--- src/rtl/ext_irq_pkg.sv ---
package ext_irq_pkg;
  localparam int NUM_CH  = 2;
  localparam int SENSE_W = 2;
  localparam int REG_W   = 8;
  localparam int ADDR_W  = 2;

  typedef enum logic [SENSE_W-1:0] {
    SENSE_LOW  = 2'b00,
    SENSE_ANY  = 2'b01,
    SENSE_FALL = 2'b10,
    SENSE_RISE = 2'b11
  } sense_e;

  localparam logic [ADDR_W-1:0] ADDR_CTRL = 2'd0;
  localparam logic [ADDR_W-1:0] ADDR_MASK = 2'd1;
  localparam logic [ADDR_W-1:0] ADDR_FLAG = 2'd2;
endpackage

--- src/rtl/ext_irq_sync.sv ---
module ext_irq_sync #(
  parameter int STAGES = 2
) (
  input  logic clk_i,
  input  logic rst_ni,
  input  logic d_i,
  output logic q_o
);
  logic [STAGES-1:0] sq;

  // idle-high pins: reset to 1 so no level request leaves reset
  always_ff @(posedge clk_i or negedge rst_ni) begin
    if (!rst_ni) sq <= '1;
    else         sq <= {sq[STAGES-2:0], d_i};
  end

  assign q_o = sq[STAGES-1];
endmodule

--- src/rtl/ext_irq_chan.sv ---
module ext_irq_chan
  import ext_irq_pkg::*;
(
  input  logic   clk_i,
  input  logic   rst_ni,
  input  sense_e mode_i,
  input  logic   lvl_i,
  input  logic   clr_i,
  output logic   evt_o,
  output logic   flag_o,
  output logic   req_o
);
  logic prev_q, flag_q, rise, fall;

  // previous sample runs in every mode: a mode switch sees no edge
  always_ff @(posedge clk_i or negedge rst_ni) begin
    if (!rst_ni) prev_q <= 1'b1;
    else         prev_q <= lvl_i;
  end

  assign rise = lvl_i & ~prev_q;
  assign fall = ~lvl_i & prev_q;

  always_comb begin
    unique case (mode_i)
      SENSE_ANY:  evt_o = rise | fall;
      SENSE_FALL: evt_o = fall;
      SENSE_RISE: evt_o = rise;
      default:    evt_o = 1'b0;
    endcase
  end

  // set beats clear
  always_ff @(posedge clk_i or negedge rst_ni) begin
    if (!rst_ni)     flag_q <= 1'b0;
    else if (evt_o)  flag_q <= 1'b1;
    else if (clr_i)  flag_q <= 1'b0;
  end

  assign flag_o = flag_q;
  assign req_o  = (mode_i == SENSE_LOW) ? ~lvl_i : flag_q;
endmodule

--- src/rtl/ext_irq_sense.sv ---
module ext_irq_sense
  import ext_irq_pkg::*;
#(
  parameter int SYNC_STAGES = 2
) (
  input  logic              clk_i,
  input  logic              rst_ni,
  input  logic [NUM_CH-1:0] pin_i,
  input  logic              gie_i,
  input  logic [NUM_CH-1:0] ack_i,
  input  logic              reg_we_i,
  input  logic [ADDR_W-1:0] reg_addr_i,
  input  logic [REG_W-1:0]  reg_wdata_i,
  output logic [REG_W-1:0]  reg_rdata_o,
  output logic [NUM_CH-1:0] irq_o
);
  localparam int CTRL_W = NUM_CH * SENSE_W;

  logic [CTRL_W-1:0] ctrl_q;
  logic [NUM_CH-1:0] mask_q;
  logic [NUM_CH-1:0] sync_s, evt, flag_q, clr, req;
  logic              flag_wr;

  always_ff @(posedge clk_i or negedge rst_ni) begin
    if (!rst_ni) begin
      ctrl_q <= '0;
      mask_q <= '0;
    end else if (reg_we_i) begin
      if (reg_addr_i == ADDR_CTRL) ctrl_q <= reg_wdata_i[CTRL_W-1:0];
      if (reg_addr_i == ADDR_MASK) mask_q <= reg_wdata_i[NUM_CH-1:0];
    end
  end

  assign flag_wr = reg_we_i && (reg_addr_i == ADDR_FLAG);

  for (genvar c = 0; c < NUM_CH; c++) begin : g_ch
    assign clr[c] = ack_i[c] | (flag_wr & reg_wdata_i[c]);

    ext_irq_sync #(.STAGES(SYNC_STAGES)) u_sync (
      .clk_i  (clk_i),
      .rst_ni (rst_ni),
      .d_i    (pin_i[c]),
      .q_o    (sync_s[c])
    );

    ext_irq_chan u_chan (
      .clk_i  (clk_i),
      .rst_ni (rst_ni),
      .mode_i (sense_e'(ctrl_q[c*SENSE_W +: SENSE_W])),
      .lvl_i  (sync_s[c]),
      .clr_i  (clr[c]),
      .evt_o  (evt[c]),
      .flag_o (flag_q[c]),
      .req_o  (req[c])
    );
  end

  assign irq_o = {NUM_CH{gie_i}} & mask_q & req;

  always_comb begin
    reg_rdata_o = '0;
    unique case (reg_addr_i)
      ADDR_CTRL: reg_rdata_o[CTRL_W-1:0] = ctrl_q;
      ADDR_MASK: reg_rdata_o[NUM_CH-1:0] = mask_q;
      ADDR_FLAG: reg_rdata_o[NUM_CH-1:0] = flag_q;
      default:   reg_rdata_o = '0;
    endcase
  end
endmodule

--- config.mk ---
export PLATFORM = sky130hd
export DESIGN_NAME = ext_irq_sense
export DESIGN_NICKNAME = d
export VERILOG_FILES = /design/src/rtl/ext_irq_pkg.sv /design/src/rtl/ext_irq_sync.sv /design/src/rtl/ext_irq_chan.sv /design/src/rtl/ext_irq_sense.sv
export SDC_FILE = /design/constraint.sdc
export NUM_CORES = 1
export LEC_CHECK = 0
export ABC_AREA = 1
export ABC_CLOCK_PERIOD_IN_PS = 1400
export BUFFER_PORTS_ARGS = -buffer_cell sky130_fd_sc_hd__buf_2
export CORE_MARGIN = 5
export CORE_UTILIZATION = 35
export DETAILED_ROUTE_END_ITERATION = 8
export REMOVE_ABC_BUFFERS = 1
export SETUP_SLACK_MARGIN = 0.3
export SYNTH_ARGS = -nofsm -noshare
export SYNTH_HDL_FRONTEND = slang
export SYNTH_SLANG_ARGS = --single-unit
--- constraint.sdc ---
create_clock -name clk_i -period 1.4 [get_ports clk_i]
set_input_delay 0.07 -clock clk_i [delete_from_list [all_inputs] [get_ports clk_i]]
set_output_delay 0.07 -clock clk_i [all_outputs]
set_load 0.005 [all_outputs]
* After elaboration in Yosys (flattened, before gate mapping)
Index checks and enable logic that the tools add are counted.
** Storage, ports and cells
- Memories :: 0
- Flip-flop bits (word level) :: 14
- Logic and storage cells :: 50
- Bits in latches :: 0
- Memory bits (read-only) :: 0
- Memory bits (writable) :: 0
- Output and inout bits :: 10
** Cells by class
- Add/subtract/negate cells :: 0
- Magnitude comparators :: 0
- Multipliers :: 0
- Div/mod/pow operators :: 0
- Bitwise logic cells :: 16
- Reduce and logical (&&, ||, !) cells :: 8
- Shift operators :: 0
- Mux-type cells :: 10
- Eq/ne operators :: 8
** Operators with widths (count)
- 2-bit == test, second input constant :: 5
- 1-bit AND :: 6
- 2-bit by 1-bit == test with 1-bit output, second input constant :: 3
- 2-bit zero test :: 3
- 1-bit 2-to-1 mux :: 6
- 1-bit case mux with 3 select lines :: 2
- 2-bit case mux with 3 select lines :: 1
- 2-bit AND :: 2
- 1-bit inverter :: 4
- 1-bit OR :: 4
- 2-bit AND reduction :: 2
- 2-bit nonzero test :: 2
- 2-bit 2-to-1 mux :: 1
- 1-bit logical AND :: 1

* Longest topological paths before layout
Gate-level depths: netlist of run 1.
- Depth after elaboration :: 6
- Depth in mapped cells :: 6

* By module
From an unflattened synthesis of run 1, not the netlist that was laid out.
** Unflattened totals
- Cells, all modules :: 99
- Area total of the unflattened synthesis :: 794.5 um^2
** By module, submodules not included
- ext_irq_sense :: cells each 59, times used 1, sequential area each 150.1 um^2, area each 404.1 um^2
- ext_irq_chan :: cells each 18, times used 2, sequential area each 51.3 um^2, area each 142.6 um^2
- ext_irq_sync :: cells each 2, times used 2, sequential area each 52.6 um^2, area each 52.6 um^2

* Worst setup path after synthesis of run 1
Ideal clock, no wire load.
- Kind :: register to register
- Start :: register g_ch[1].u_chan.prev_q
- End :: register g_ch[1].u_chan.flag_q
- Setup slack :: 278 ps
- Data arrival time :: 1057 ps
- Library setup time :: 65 ps
- Cell stages (with the launch flop) :: 6
- Required time :: 1335 ps
- Cells stage by stage :: dfstp_2 inv_1 ha_1 o21ai_0 nand2_1 nand2_1
** On the way
- Longest elaborated chain between the ends :: 5
- Elaborated cells between the ends (all ways) :: 7
- Classes of those cells :: mux (2); bitwise (4); reduce/logical (1)
** Ends and longest elaborated chain
- start: declaration :: line ext_irq_chan.sv:13 : logic prev_q, flag_q, rise, fall;
- start signal: assignment :: line ext_irq_chan.sv:18 : else prev_q <= lvl_i;
- 1-bit inverter :: line ext_irq_chan.sv:21 : assign rise = lvl_i & ~prev_q;
- 1-bit AND :: line ext_irq_chan.sv:21
- 1-bit OR :: line ext_irq_chan.sv:26 : SENSE_ANY: evt_o = rise | fall;
- 1-bit case mux with 3 select lines (*) :: line ext_irq_chan.sv:25 : unique case (mode_i)
- 1-bit 2-to-1 mux / 2-bit nonzero test (equally long branches)
- end signal: assignment :: line ext_irq_chan.sv:35 : if (!rst_ni) flag_q <= 1'b0;
- end signal: assignment :: line ext_irq_chan.sv:36 : else if (evt_o) flag_q <= 1'b1;
- end signal: assignment :: line ext_irq_chan.sv:37 : else if (clr_i) flag_q <= 1'b0;
- end: declaration :: line ext_irq_chan.sv:13
Mark *: on every way between the ends. The rest lies on a longest branch, timed or not.
A chain may end at the register's enable or synchronous reset.

* Worst setup path after layout of run 1
- Start :: register g_ch[1].u_sync.sq[1]
- End :: output port irq_o[1]
** On the way
- Longest elaborated chain between the ends :: 3
** Ends and longest elaborated chain
- start: declaration :: line ext_irq_sync.sv:9 : logic [STAGES-1:0] sq;
- start signal: assignment :: line ext_irq_sync.sv:14 : else sq <= {sq[STAGES-2:0], d_i};
- 1-bit inverter :: line ext_irq_chan.sv:41 : assign req_o = (mode_i == SENSE_LOW) ? ~lvl_i : flag_q;
- 1-bit 2-to-1 mux :: line ext_irq_chan.sv:41
- 2-bit AND :: line ext_irq_sense.sv:58 : assign irq_o = {NUM_CH{gie_i}} & mask_q & req;
- end: declaration :: line ext_irq_sense.sv:15 : output logic [NUM_CH-1:0] irq_o
Every way passes these cells.

==> run metrics, run 1 <==
clock net sink count=14; Slew Limit Fails=0; Combinational Power Share=26.3%; endpoint class of the critical path=primary output; layout cells sized above 1=44.8%; pwr/cell area=1010 mW/mm^2; DRC=0; CP startpoint=g_ch[1].u_sync.sq[1]$_DFF_PN1_; port bufs=19; initial antenna violation count=0; Peak Freq=798 MHz; data required time of the critical path=1.33 ns; endpoints failing setup=0; Antenna Nets Post-Route=0; Fill cells=199; die height=56.5 um; hold slack=0.0232 ns; sequential power share=47.1%; DR vias=687; Setup WS post-layout=0.146 ns; Ys Warns=0; hpwl dp=1.18 mm; final worst path period share=89.5%; CP Cell Sequence=inv_2 -> nor3_2 -> nor2_1 -> buf_2; GRT Util Overall=11.7%; cell area after layout=0.00107 mm^2; setup TNS=0 ns; CTS tree=built; DRT iter0 DRCs=16; Crit path max-delay family=flip-flops; CP arrival=1.18 ns; pin count of the biggest net entering global routing=15; Reg clk slew, reported paths=0.09 ns; slowest CP cell=dfstp_2; Core Rows=16; sequential area share after synthesis=47.4%; status=completed; Ports=28; CP peak stage delay=0.55 ns; area fraction of the dominant cell type after synthesis=26.5%; TritonRoute pass-1 iters=4; Die Area=0.00319 mm^2; Int Pwr=0.764 mW; Hold Vio Cnt, Final=0; Final #Nets=148; Switching Share=29.7%; H-tree levels=1; max_cap viols=0; Mapped Area=756 um^2; CP Class=reg -> out; clock tree buffer depth=2; crit path buf inv count=2; first-pass GRT wire length=3.00 mm; n_diodes=0; Area after DPL=866 um^2; clk root buf=clkbuf_4; area taken by multi-input logic gates=398 um^2; P_leak=0.564 nW; die span in x=56.5 um; register area=358 um^2; HP Class=in -> reg; clk_lat worst skew=0.28 ns; sw power=0.323 mW; crit path launch type=register; Clk pwr share=26.6%; Post-Syn Area per Cell=8.21 um^2; Core Footprint=0.00200 mm^2; Remaining Overflow, GRT=0; worst-path maximum fanout=2; RSZ-0062 raised after global routing=yes; Synth Instances=92; Synth area leader=dfrtp_1; DR vias/cell=4.52; clock skew=0.00329 ns; Final min period=1.25 ns; routed wire length=1.74 mm; source of the worst register-to-register timing path=g_ch[0].u_sync.sq[1]$_DFF_PN1_; CTS Buf Count=3; Synth area leaders=dfrtp_1, dfstp_2, nand2_1; flops & latches, synth=14; hold_sp=reg_wdata_i[3]; area delta synth->final=42.2%; wire per inst=11.4 um; library cells used by synthesis=17; Initial Utilization=37.8%; maximum VDD drop=0.643 mV; Final GP Congestion=0.748; number of global-route vias before repair=705; DP Worst Slack=0.227 ns
-- cell families (layout without fill, tap and decap cells) --
logic type / count (synthesis) / after routing / share of synthesized area [%]
other: 1 / 4 / 0.496
buffers and inverters: 18 / 48 / 10.9
DFF: 14 / 14 / 47.4
AOI/OAI and AO/OA: 8 / 8 / 5.96
and+or+nand+nor: 47 / 47 / 28.6
adders and majority gates: 4 / 4 / 6.62
-- worst min-delay path, cell delays in order --
cell and delay (ns):
buf_2 0.07, nand3_1 0.07, nand2_1 0.06
-- cell type report --
type	instances	area share, %
tap	27	3.14
clock buffer	4	3.38
sequential	14	33.3
timing repair buffer	30	18.3
inverter	14	4.89
multi-input combinational	63	37.0
-- power by group through the flow --
| stage | sequential [mW] | combinational [mW] | clock, mW |
|---|---|---|---|
| finish | 0.513 | 0.286 | 0.289 |
| global route | 0.523 | 0.325 | 0.325 |
| CTS | 0.509 | 0.254 | 0.298 |
| detailed placement | 0.521 | 0.194 | 0 |
| global placement | 0.519 | 0.188 | 0 |
| floorplan | 0.507 | 0.122 | 0 |
-- cells in the final DEF, fill, tap and decap left out, types with 5 or more instances in the layout --
master   instances
dfstp_2          6
nor2_1           8
buf_4            5
buf_2           19
dfrtp_1          8
nand3_1          7
nand2_1         19
inv_1           10
-- per-stage QoR --
step                power [mW]  instances  utilization [%]
floorplan                0.629         91                -
global placement         0.707        137             43.3
detailed placement       0.715        137             43.3
CTS                       1.06        151             50.8
global route              1.17        152             53.7
finish                    1.09        152             53.7
-- synthesized netlist by cell type --
library cell / number
o21ai_0: 4
nor2_4: 1
o21ai_1: 2
nand3_2: 1
conb_1: 1
dfstp_2: 6
o21bai_1: 2
nand2_1: 23
dfrtp_1: 8
nand3_1: 10
ha_1: 4
buf_4: 4
nor3_1: 1
nand2_4: 1
nor2_1: 8
nand4_1: 2
inv_1: 14
-- routing by layer --
metal	GRT usage, %	part of all wire, %
met2	19.6	51
met1	13.8	40
met4	5.08	1.2
met5	0	0
met3	3.21	7.6
-- path summary, 6_finish.rpt --
path,endpoint,slack [ns],cells past startpoint
worst min register to register,g_ch[0].u_sync.sq[1]$_DFF_PN1_,0.36,0
worst max-delay path,irq_o[1],0.15,4
min in group asynchronous,ctrl_q[3]$_DFFE_PN0P_,0.21,2
worst min-delay path,ctrl_q[3]$_DFFE_PN0P_,0.02,3
max in group asynchronous,g_ch[0].u_sync.sq[1]$_DFF_PN1_,0.89,2
worst max register to register,g_ch[0].u_chan.flag_o$_DFFE_PN0P_,0.28,6
-- state kept, by name, summed over array words and instances (netlist names) --
signal / count
g_ch.u_chan.prev_q: 2
mask_q: 2
g_ch.u_chan.flag_o: 2
g_ch.u_sync.sq: 4
ctrl_q: 4
-- what timing repair did --
| item | in CTS | in global routing |
|---|---|---|
| buffers inserted | 7 | 1 |
| hold buffers | 3 | 0 |
| hold endpoints to repair | 16 | 0 |
| pin swaps | 9 | 7 |
| endpoints found under the setup margin | 4 | 8 |
| gates resized for setup | 7 | 14 |
(Power assumes the default switching activity.)
==> run 2: changes to the inputs <==
Settings changed: CORE_UTILIZATION 35 to 40, PLACE_DENSITY set to 0.67.
==> run 2 against run 1 <==
First-iteration DRC count shrank 13%. Die area shrank 10%. Total power decreased by 1.1%. Hold slack worse by 0.012 ns. Worst setup slack improved by 0.034 ns. Sequential power barely moved. Design area down 4.8%. Wire length shrank 2.6%. Maximum frequency rose by 2.8%. Via count rose by 3.5%. Combinational power down 7.7%. Critical endpoint unchanged. Highest routed layer unchanged.
==> run metrics, run 2 (synthesized netlist as in run 1, its figures left out) <==
status=completed; crit path launch type=register; Die Area=0.00286 mm^2 (-10%); pwr/cell area=1050 mW/mm^2 (+3.9%); H-tree levels=1 (unchanged); initial antenna violation count=0 (unchanged); routed wire length=1.69 mm (-2.6%); Clk pwr share=27.5% (+0.9 points); Final GP Congestion=0.823 (+10%); Final min period=1.22 ns (-0.0339 ns); first-pass GRT wire length=2.80 mm (-6.7%); Fill cells=183 (-8.0%); clock net sink count=14 (unchanged); die span in x=53.5 um (-5.3%); hpwl dp=1.23 mm (+4.1%); Ports=28 (unchanged); Combinational Power Share=24.6% (-1.7 points); commonest non-fill, non-tap cell in the layout=nand2_1; worst reg2reg path endpoint=g_ch[1].u_chan.flag_o$_DFFE_PN0P_; CP Class=reg -> out; GRT Util Overall=13.7% (+2.0 points); final worst path period share=87.1% (-2.4 points); clock skew=0.00843 ns (+0.00514 ns); post-layout power=1.08 mW (-1.1%); sequential power share=47.9% (+0.8 points); CTS tree=built; max_cap viols=0 (unchanged); RSZ-0062 raised after global routing=yes; clk_lat worst skew=0.29 ns (about the same); clock tree buffer depth=2 (unchanged); number of global-route vias before repair=691 (-2.0%); maximum VDD drop=0.669 mV (+4.0%); Hold Vio Cnt, Final=0 (unchanged); Peak Freq=820 MHz (+2.8%); Switching Share=29.9% (+0.21 points); area delta synth->final=35.4%; Reg clk slew, reported paths=0.09 ns (about the same); n_diodes=0 (unchanged); most frequent cells in the layout=nand2_1, buf_2, inv_1; CP startpoint=g_ch[1].u_sync.sq[1]$_DFF_PN1_; Critical path destination=irq_o[1]; wire per inst=11.4 um (-0.68%); endpoint class of the critical path=primary output; P_leak=0.547 nW (-3.1%); pin count of the biggest net entering global routing=15 (unchanged); port bufs=19 (unchanged); data required time of the critical path=1.33 ns (about the same); Core Footprint=0.00176 mm^2 (-12%); TritonRoute pass-1 iters=4 (unchanged); Core Rows=15 (-1); die height=53.5 um (-5.3%); worst reg2reg path depth=5 (-1); setup TNS=0 ns (unchanged); biggest regs=ctrl_q x4, g_ch.u_sync.sq x4; DR vias/cell=4.77 (+5.6%); Initial Utilization=42.8% (+5.1 points); Antenna Nets Post-Route=0 (unchanged); DRC=0 (unchanged); sw power=0.322 mW (-0.38%); CTS Buf Count=3 (unchanged); source of the worst register-to-register timing path=g_ch[1].u_sync.sq[1]$_DFF_PN1_; worst-path maximum fanout=2 (unchanged); CP arrival=1.15 ns (-0.03 ns); HP Class=in -> reg; endpoints failing setup=0 (unchanged); clk root buf=clkbuf_4; layout cells sized above 1=41.1% (-3.7 points); Int Pwr=0.754 mW (-1.4%); Final #Nets=147 (-0.68%); R2R setup slack=0.27 ns (about the same); DRT iter0 DRCs=14 (-2); Remaining Overflow, GRT=0 (unchanged); DR vias=711 (+3.5%); Slew Limit Fails=0 (unchanged)
[run 2: cell type report]
class                           count  area [um^2]  area share (%)
Timing Repair Buffer               29          185            18.1
Sequential cell                    14          360            35.2
Multi-Input combinational cell     63          358            35.0
Tap cell                           25         31.3            3.06
Inverter                           14         52.6            5.13
Clock buffer                        4         36.3            3.55
[run 2: worst max-delay path, stage by stage (launching register included)]
cell and delay [ns]:
dfstp_2 0.56, inv_2 0.05, nor3_2 0.10, nor2_1 0.05
buf_2 0.12
[run 2: timing repair]
item	4_1_cts	5_1_grt
pin swaps	9	5
hold buffers	3	0
endpoints found under the setup margin	4	8
gates resized for setup	6	10
setup buffers	5	2
endpoints found under the hold margin	16	0
[run 2: layer usage]
layer | vias to the layer above | share of wire (%) | GRT usage [%] | wire (um)
met3 | 5 | 6.4 | 1.69 | 108
met5 | - | 0 | 0 | 0
met1 | 336 | 43 | 17.7 | 720
li1 | 346 | - | - | -
met4 | 0 | 2.5 | 7.66 | 42
met2 | 24 | 49 | 21.6 | 824
[run 2: stage by stage]
step	instances	hold WS [ns]	setup slack [ns]	utilization [%]	area, um^2
2_1_floorplan	91	-0.226	0.278	-	737
3_3_place_gp	135	-0.0215	0.232	48.9	863
3_5_place_dp	135	-0.0169	0.213	48.9	863
4_1_cts	147	0.0125	0.175	55.2	975
5_1_grt	149	0.0207	0.124	58.0	1020
6_report	149	0.0115	0.180	58.0	1020
[run 2: worst min-delay path by stage]
| stage | start | end | slack [ns] | depth (start not counted) |
|---|---|---|---|---|
| after global placement | rst_ni | mask_q[0]$_DFFE_PN0P_ | -0.02 | 1 |
| final | ack_i[1] | g_ch[1].u_chan.flag_o$_DFFE_PN0P_ | 0.01 | 4 |
| after global routing | reg_wdata_i[3] | ctrl_q[3]$_DFFE_PN0P_ | 0.02 | 3 |
| after CTS | reg_wdata_i[3] | ctrl_q[3]$_DFFE_PN0P_ | 0.01 | 3 |
| after floorplan | rst_ni | ctrl_q[0]$_DFFE_PN0P_ | -0.23 | 0 |
| after detailed placement | rst_ni | mask_q[1]$_DFFE_PN0P_ | -0.02 | 1 |
[run 2: power groups by stage]
stage	sequential, mW	combinational, mW	clock, mW
6_report	0.516	0.264	0.296
3_3_place_gp	0.519	0.189	0
4_1_cts	0.510	0.240	0.305
5_1_grt	0.523	0.301	0.333
3_5_place_dp	0.521	0.195	0
2_1_floorplan	0.507	0.122	0
==> run 3: changes to the inputs <==
Settings changed: CAP_MARGIN set to 30, HOLD_SLACK_MARGIN set to 0.15, SKIP_LAST_GASP set to 1.
==> run 3 against run 2 <==
Die area unchanged. Clock power up 2%. Design area up 12%. Sequential power about the same. Via count up 6.2%. Highest routed layer unchanged.
==> run metrics, run 3 (synthesized netlist as in run 1, its figures left out) <==
n_diodes=0 (unchanged); DP Worst Slack=0.213 ns (unchanged); status=completed; CTS tree=built; clk_lat worst skew=0.29 ns (about the same); port bufs=19 (unchanged); Final #Nets=159 (+8.2%); pin count of the biggest net entering global routing=15 (unchanged); Hold Vio Cnt, Final=0 (unchanged); die height=53.5 um (unchanged); area taken by multi-input logic gates=358 um^2 (unchanged); clock tree buffer depth=2 (unchanged); most frequent cells in the layout=nand2_1, buf_2, dlygate4sd3_1; P_leak=0.594 nW (+8.7%); max_cap viols=0 (unchanged); routed wire length=2.03 mm (+20%); DR vias=755 (+6.2%); DR vias/cell=4.69 (-1.7%); number of global-route vias before repair=758 (+9.7%); crit path launch type=register; Final GP Congestion=0.823 (unchanged); data required time of the critical path=1.33 ns (about the same); CP Class=reg -> out; initial antenna violation count=0 (unchanged); layout cells sized above 1=37.5% (-3.6 points); final worst path period share=87.4% (+0.26 points); Peak Freq=817 MHz (-0.30%); endpoint class of the critical path=primary output; GRT Util Overall=15.7% (+2.0 points); endpoints failing setup=0 (unchanged); H-tree levels=1 (unchanged); DRT iter0 DRCs=18 (+4); TritonRoute pass-1 iters=4 (unchanged); cell area after layout=0.00114 mm^2 (+12%); post-layout power=1.11 mW (+3.5%); first-pass GRT wire length=3.17 mm (+13%); Core Rows=15 (unchanged); Final min period=1.22 ns (+0.00363 ns); Antenna Nets Post-Route=0 (unchanged); hpwl dp=1.23 mm (unchanged); Ports=28 (unchanged); Fill cells=160 (-13%); worst-path maximum fanout=2 (unchanged); die span in x=53.5 um (unchanged); DRC=0 (unchanged); Slew Limit Fails=0 (unchanged); Reg clk slew, reported paths=0.10 ns (about the same); Core Footprint=0.00176 mm^2 (unchanged); area delta synth->final=51.3%; clock net sink count=14 (unchanged); CTS Buf Count=3 (unchanged); pwr/cell area=974 mW/mm^2 (-7.3%); RSZ-0062 raised after global routing=yes; wire per inst=12.6 um (+11%); Remaining Overflow, GRT=0 (unchanged); CP arrival=1.15 ns (about the same); HP Class=in -> reg; biggest regs=ctrl_q x4, g_ch.u_sync.sq x4; clk root buf=clkbuf_4; setup TNS=0 ns (unchanged); maximum VDD drop=0.706 mV (+5.5%); commonest non-fill, non-tap cell in the layout=nand2_1; register area=360 um^2 (unchanged); Setup WS post-layout=0.177 ns (-0.00363 ns); Die Area=0.00286 mm^2 (unchanged); Initial Utilization=42.8% (unchanged); clock skew=0.0120 ns (+0.00354 ns); Area after DPL=863 um^2 (unchanged)
[run 3: where the power goes]
group | internal (mW) | leakage, nW | switching, mW
combinational | 0.151 | 0.414 | 0.144
clock | 0.158 | 0.0210 | 0.144
sequential | 0.466 | 0.159 | 0.0505
[run 3: layout make-up]
cell class                 count  share of cell area [%]
sequential                    14                    31.5
multi-input combinational     63                    31.3
timing repair buffer          41                    26.7
inverter                      14                    4.60
clock buffer                   4                    3.17
tap                           25                    2.74
[run 3: critical path, stage by stage (launching register included)]
cell,delay [ns]
dfstp_2,0.56
inv_2,0.05
nor3_2,0.10
nor2_1,0.05
buf_2,0.12
[run 3: worst paths after layout]
check	start	end	slack (ns)	cells past startpoint
setup / recovery	g_ch[1].u_sync.sq[1]$_DFF_PN1_	irq_o[1]	0.18	4
hold / removal	reg_addr_i[1]	g_ch[0].u_chan.flag_o$_DFFE_PN0P_	0.16	4
setup reg to reg	g_ch[1].u_sync.sq[1]$_DFF_PN1_	g_ch[1].u_chan.flag_o$_DFFE_PN0P_	0.27	5
hold reg to reg	g_ch[0].u_sync.sq[0]$_DFF_PN1_	g_ch[0].u_sync.sq[1]$_DFF_PN1_	0.36	0
max in group asynchronous	rst_ni	g_ch[0].u_chan.prev_q$_DFF_PN1_	0.90	2
min in group asynchronous	rst_ni	g_ch[0].u_chan.flag_o$_DFFE_PN0P_	0.19	2
[run 3: metal layers]
layer | wire length [um] | GRT usage (%)
met5 | 0 | 0
met3 | 83 | 1.97
met1 | 820 | 18.2
met2 | 1080 | 26.9
met4 | 44 | 9.36
[run 3: metrics by stage]
step	hold WS [ns]	cells	utilization, %
global placement	-0.0215	135	48.9
global route	0.180	161	64.8
detailed placement	-0.0169	135	48.9
finish	0.157	161	64.8
floorplan	-0.226	91	-
CTS	0.150	159	62.1
[run 3: repair_timing]
| item | in CTS | in global routing |
|---|---|---|
| buffers inserted | 5 | 2 |
| pin swaps | 9 | 5 |
| hold buffers | 15 | 0 |
| hold endpoints to repair | 24 | 0 |
| setup endpoints to repair | 4 | 8 |
| gates resized for setup | 6 | 10 |
